**src/rtl/vsadd_pkg.sv**
```systemverilog
package vsadd_pkg;

  typedef enum logic [1:0] {
    ST_IDLE      = 2'd0,
    ST_READ      = 2'd1,
    ST_ADD_WRITE = 2'd2,
    ST_DONE      = 2'd3
  } vs_state_e;

endpackage

```
**src/rtl/vsadd_seq.sv**
```systemverilog
module vsadd_seq
  import vsadd_pkg::*;
#(
  parameter int unsigned CNT_W = 16
) (
  input  logic             clk,
  input  logic             rst_n,
  input  logic             start,
  input  logic [CNT_W-1:0] elem_count,
  output vs_state_e        state,
  output logic             cmd_accept,
  output logic             cmd_zero,
  output logic             elem_step,
  output logic             last_elem
);

  logic [CNT_W-1:0] remaining;
  vs_state_e        state_nx;

  assign cmd_accept = (state == ST_IDLE) && start;
  assign cmd_zero   = (elem_count == '0);
  assign elem_step  = (state == ST_ADD_WRITE);
  assign last_elem  = (remaining == CNT_W'(1));

  always_comb begin
    state_nx = state;
    unique case (state)
      ST_IDLE:      if (cmd_accept) state_nx = cmd_zero ? ST_DONE : ST_READ;
      ST_READ:      state_nx = ST_ADD_WRITE;
      ST_ADD_WRITE: state_nx = last_elem ? ST_DONE : ST_READ;
      ST_DONE:      state_nx = ST_IDLE;
      default:      state_nx = ST_IDLE;
    endcase
  end

  always_ff @(posedge clk or negedge rst_n) begin
    if (!rst_n) begin
      state     <= ST_IDLE;
      remaining <= '0;
    end else begin
      state <= state_nx;
      if (cmd_accept)     remaining <= elem_count;
      else if (elem_step) remaining <= remaining - CNT_W'(1);
    end
  end

endmodule

```
**src/rtl/vsadd_agen.sv**
```systemverilog
module vsadd_agen #(
  parameter int unsigned ADDR_W = 32,
  parameter int unsigned STRIDE = 4
) (
  input  logic              clk,
  input  logic              rst_n,
  input  logic              load,
  input  logic [ADDR_W-1:0] base,
  input  logic              advance,
  output logic [ADDR_W-1:0] ptr
);

  function automatic logic [ADDR_W-1:0] step_ptr(input logic [ADDR_W-1:0] p);
    return p + ADDR_W'(STRIDE);
  endfunction

  always_ff @(posedge clk or negedge rst_n) begin
    if (!rst_n)       ptr <= '0;
    else if (load)    ptr <= base;
    else if (advance) ptr <= step_ptr(ptr);
  end

endmodule

```
**src/rtl/vsadd_alu.sv**
```systemverilog
module vsadd_alu #(
  parameter int unsigned DATA_W = 32
) (
  input  logic [DATA_W-1:0] elem,
  input  logic [DATA_W-1:0] addend,
  output logic [DATA_W-1:0] sum
);

  function automatic logic [DATA_W-1:0] wrap_add(input logic [DATA_W-1:0] a,
                                                 input logic [DATA_W-1:0] b);
    return a + b;
  endfunction

  assign sum = wrap_add(elem, addend);

endmodule

```
**src/rtl/vsadd_engine.sv**
```systemverilog
module vsadd_engine
  import vsadd_pkg::*;
#(
  parameter int unsigned ADDR_W = 32,
  parameter int unsigned DATA_W = 32,
  parameter int unsigned CNT_W  = 16
) (
  input  logic              clk,
  input  logic              rst_n,
  input  logic              start,
  input  logic [ADDR_W-1:0] src_base,
  input  logic [ADDR_W-1:0] dst_base,
  input  logic [CNT_W-1:0]  elem_count,
  input  logic [DATA_W-1:0] scalar,
  output logic              busy,
  output logic              done,
  output logic              mem_rd_en,
  output logic              mem_wr_en,
  output logic [ADDR_W-1:0] mem_addr,
  output logic [DATA_W-1:0] mem_wdata,
  input  logic [DATA_W-1:0] mem_rdata
);

  localparam int unsigned WORD_BYTES = DATA_W / 8;

  vs_state_e         state;
  logic              cmd_accept;
  logic              cmd_zero;
  logic              elem_step;
  logic              last_elem;
  logic [ADDR_W-1:0] src_ptr;
  logic [ADDR_W-1:0] dst_ptr;
  logic [DATA_W-1:0] scalar_q;

  vsadd_seq #(.CNT_W(CNT_W)) u_seq (
    .clk        (clk),
    .rst_n      (rst_n),
    .start      (start),
    .elem_count (elem_count),
    .state      (state),
    .cmd_accept (cmd_accept),
    .cmd_zero   (cmd_zero),
    .elem_step  (elem_step),
    .last_elem  (last_elem)
  );

  vsadd_agen #(.ADDR_W(ADDR_W), .STRIDE(WORD_BYTES)) u_src_agen (
    .clk     (clk),
    .rst_n   (rst_n),
    .load    (cmd_accept),
    .base    (src_base),
    .advance (elem_step),
    .ptr     (src_ptr)
  );

  vsadd_agen #(.ADDR_W(ADDR_W), .STRIDE(WORD_BYTES)) u_dst_agen (
    .clk     (clk),
    .rst_n   (rst_n),
    .load    (cmd_accept),
    .base    (dst_base),
    .advance (elem_step),
    .ptr     (dst_ptr)
  );

  always_ff @(posedge clk or negedge rst_n) begin
    if (!rst_n)          scalar_q <= '0;
    else if (cmd_accept) scalar_q <= scalar;
  end

  vsadd_alu #(.DATA_W(DATA_W)) u_alu (
    .elem   (mem_rdata),
    .addend (scalar_q),
    .sum    (mem_wdata)
  );

  assign busy      = (state != ST_IDLE);
  assign done      = (state == ST_DONE);
  assign mem_rd_en = (state == ST_READ);
  assign mem_wr_en = elem_step;
  assign mem_addr  = elem_step ? dst_ptr : src_ptr;

endmodule

```
**config.mk**
```make
export PLATFORM = sky130hd
export DESIGN_NAME = vsadd_engine
export DESIGN_NICKNAME = d
export VERILOG_FILES = /design/src/rtl/vsadd_pkg.sv /design/src/rtl/vsadd_seq.sv /design/src/rtl/vsadd_agen.sv /design/src/rtl/vsadd_alu.sv /design/src/rtl/vsadd_engine.sv
export SDC_FILE = /design/constraint.sdc
export NUM_CORES = 1
export LEC_CHECK = 0
export BUFFER_PORTS_ARGS = -buffer_cell sky130_fd_sc_hd__buf_2
export CAP_MARGIN = 25
export CORE_MARGIN = 2
export CORE_UTILIZATION = 42
export DETAILED_ROUTE_END_ITERATION = 8
export PLACE_DENSITY = 0.78
export SETUP_SLACK_MARGIN = 0.02
export SLEW_MARGIN = 15
export SYNTH_ARGS = -nofsm -noshare
export SYNTH_HDL_FRONTEND = slang
export SYNTH_SLANG_ARGS = --single-unit
```
**constraint.sdc**
```tcl
create_clock -name clk -period 6.1 [get_ports clk]
set_input_delay 0.61 -clock clk [delete_from_list [all_inputs] [get_ports clk]]
set_output_delay 0.61 -clock clk [all_outputs]
set_load 0.005 [all_outputs]
```
==> flow_metrics.py <==
metrics = {
    "die": {
        "chipHeight_um": 140.1,
        "rows": 49,
        "dieArea_sq_um": 19630,
        "die_width_um": 140.1,
        "start_util_pct": 43.02,
        "io_pins": 215,
        "core-area_sq_um": 18090,
    },
    "clock_network": {
        "clock_sinks": 114,
        "clockBufferDepth": 2,
        "cts_max_level": 4,
        "cts_made_buffers": 17,
        "cts.repair.resized": 0,
        "postCtsSetupBuffers": 0,
        "root_buffer": "clkbuf_16",
        "clock_latency_ps": 420,
        "clk_pin_slew_ps": 50,
        "cts_hold_buffers": 0,
        "cts_tree": "done",
    },
    "cells_and_area": {
        "area_delta_synth_final_pct": 22.66,
        "layout.nets": 1361,
        "final_cell_mix": "nand2_1, buf_2, dfrtp_1",
        "final_common_cell": "nand2_1",
        "seq_area_sq_um": 2853,
        "multiInputGateArea_sq_um": 4641,
        "num-fill-cells": 1725,
        "final_layout_size_suffix_gt1_share_pct": 22.27,
    },
    "critical_path": {
        "critPathKind": "reg -> out",
        "worstSetupEndpointType": "output port",
        "worst_ep_arrival_time_ps": 3170,
        "r2r_start": "u_seq.state[1]",
        "r2r_cells": 7,
        "start_kind": "flop",
        "rrSetupSlack_ps": 3320,
        "r2r-end": "u_dst_agen.ptr[11]",
        "cp_data_required_time_ps": 5490,
        "worst-path-max-fanout": 3,
    },
    "synth": {
        "yosysWarnings": 0,
        "ys_ff_latch": 114,
        "synth_flop_cell": "dfrtp_1",
        "postSynthAreaPerCell_sq_um": 7.828,
        "synth-edff-count": 0,
        "ys_seq_area_share_pct": 36.66,
        "async_flop_share_pct": 100.0,
        "syn-cell-area_sq_um": 7781,
        "synth_cell_type_count": 66,
        "synth_area_leaders": "dfrtp_1, nand2_1, ha_1, o21ai_0, a21oi_1",
        "postSynthCellCount": 994,
        "yosys.area.top_type": "dfrtp_1",
        "synth_top_area_share_pct": 36.66,
        "syn_nets": 1177,
    },
    "pwr": {
        "net-switching-power_mw": 2.322,
        "clkPwrFrac_pct": 18.3,
        "leakagePower_nw": 4.654,
        "ir_worst_vdd_uv": 216.9,
        "p_int_mw": 2.900,
        "powerDensity_nw_per_um2": 547.1,
        "power.total_mw": 5.221,
        "p_sw_share_pct": 44.47,
        "comb_power_share_pct": 53.0,
        "seq_power_share_pct": 28.7,
    },
    "drt": {
        "drc": 21,
        "num_vias": 8267,
        "drtIter0Drc": 763,
        "dr.pass1.iters": 8,
        "via_per_inst": 5.822,
        "wl_per_cell_um": 17.23,
        "ant_nets": 0,
        "routed_wl_mm": 24.46,
    },
    "run_status": {
        "violations": "DRC",
        "status": "finished, violations left",
    },
    "sta": {
        "worstMarginPinSlew_ps": 997.8,
        "period_minus_slack_ps": 3781,
        "fin_crit_sh_pct": 61.98,
        "hold_viol_final": 0,
        "fin_tns_setup_ps": 0,
        "slew_headroom_pct": 33.40,
        "rsz0062_at_grt": "no",
        "maxSlewViolCount": 0,
        "fmax_ghz": 0.2645,
        "setup_viol": 0,
        "fin_skew_ps": 8.141,
        "setup_ws_ps": 2319,
    },
    "place": {
        "numPortBuffers": 214,
        "place_ws_ps": 2407,
        "dpl.hpwl_mm": 17.83,
        "place_congestion": 0.9606,
    },
    "global_routing": {
        "grt_overflow": 0,
        "grt.total_usage_pct": 24.80,
        "grt_pass1_vias": 7713,
        "grt_pass1_wl_mm": 39.22,
        "grt_max_degree": 97,
        "antenna_found_initial": 3,
    },
    "flow_run": {
        "cap_violations": 0,
    },
    "worst_hold_path": {
        "min_path_type": "in -> async",
    },
}
[area by class of cell]
class                      count  area share, %
inverter                      20         0.7866
antenna                        1        0.02622
sequential                   114          29.89
clock buffer                  25          4.982
timing repair buffer         220          11.85
multi-input combinational    805          48.62
clock inverter                 6         0.8390
tap                          229          3.002
[critical path, stage by stage, from the launching register on]
cell and delay, ps:
dfrtp_1 380, ha_1 220, fa_1 410, a21o_1 230
a221oi_2 420, nor2_2 120, a41oi_4 310, o21ai_2 140
a221oi_2 270, xnor2_1 140, buf_2 120
[how the worst max path moves through the flow]
stage                            start             to
after floorplan           mem_rdata[0]  mem_wdata[30]
after CTS                  scalar_q[0]  mem_wdata[30]
after global routing       scalar_q[0]  mem_wdata[30]
final                      scalar_q[0]  mem_wdata[30]
after global placement    mem_rdata[0]  mem_wdata[30]
after detailed placement  mem_rdata[0]  mem_wdata[30]
[sequential cells by signal, indices dropped and copies added (netlist names)]
register         flops
scalar_q            32
u_src_agen.ptr      32
u_seq.state          2
u_dst_agen.ptr      32
u_seq.remaining     16
[per-layer routing]
metal  routed length [um]  global-route usage, %  up-vias
met3                 2131                  4.991       50
met2                10920                  38.42      432
met4                  645                  9.623        4
li1                     -                      -     3924
met5                   23                      0        -
met1                10740                  34.36     3857
[cells in the mapped netlist (9+ instances only)]
master      n
nand2_1   308
dfrtp_1   114
nand3_1    36
xor2_1     11
o21ai_0    68
o311ai_0   14
a21o_1     11
nor3_1     21
a31oi_1    14
and3_1     17
clkbuf_1   42
a21oi_1    44
ha_1       35
nand4_1    10
buf_2       9
o211ai_1   17
nor2_1     42
inv_1      19
a221o_1    22
nor4_1     12
xnor2_1    22
[stage by stage]
stage	std cells	utilization (%)	hold WS [ps]	cell area, sq um
after global placement	1387	49.57	458.3	8966
final	1420	52.77	219.8	9544
after global routing	1420	52.77	270.7	9544
after CTS	1419	52.76	240.5	9542
after detailed placement	1388	49.69	461.6	8986
after floorplan	994	-	314.4	7781
[logic make-up after synthesis]
kind of cell,synth area share [%]
multiplexers,0.2573
XOR/XNOR,3.714
flip-flops,36.66
adder cells (fa/ha/maj),5.885
AND/OR/NAND/NOR,27.08
AO/OA/AOI/OAI,22.54
buffers and inverters,3.859
[power groups by stage]
stage	logic (mW)	clock network, mW	registers, mW
6_report	2.77	0.957	1.50
5_1_grt	3.08	1.01	1.55
2_1_floorplan	1.91	0	1.37
4_1_cts	2.75	0.977	1.48
3_5_place_dp	2.74	0	1.49
3_3_place_gp	2.67	0	1.48
Note: power is estimated with default switching activity, not from simulation.
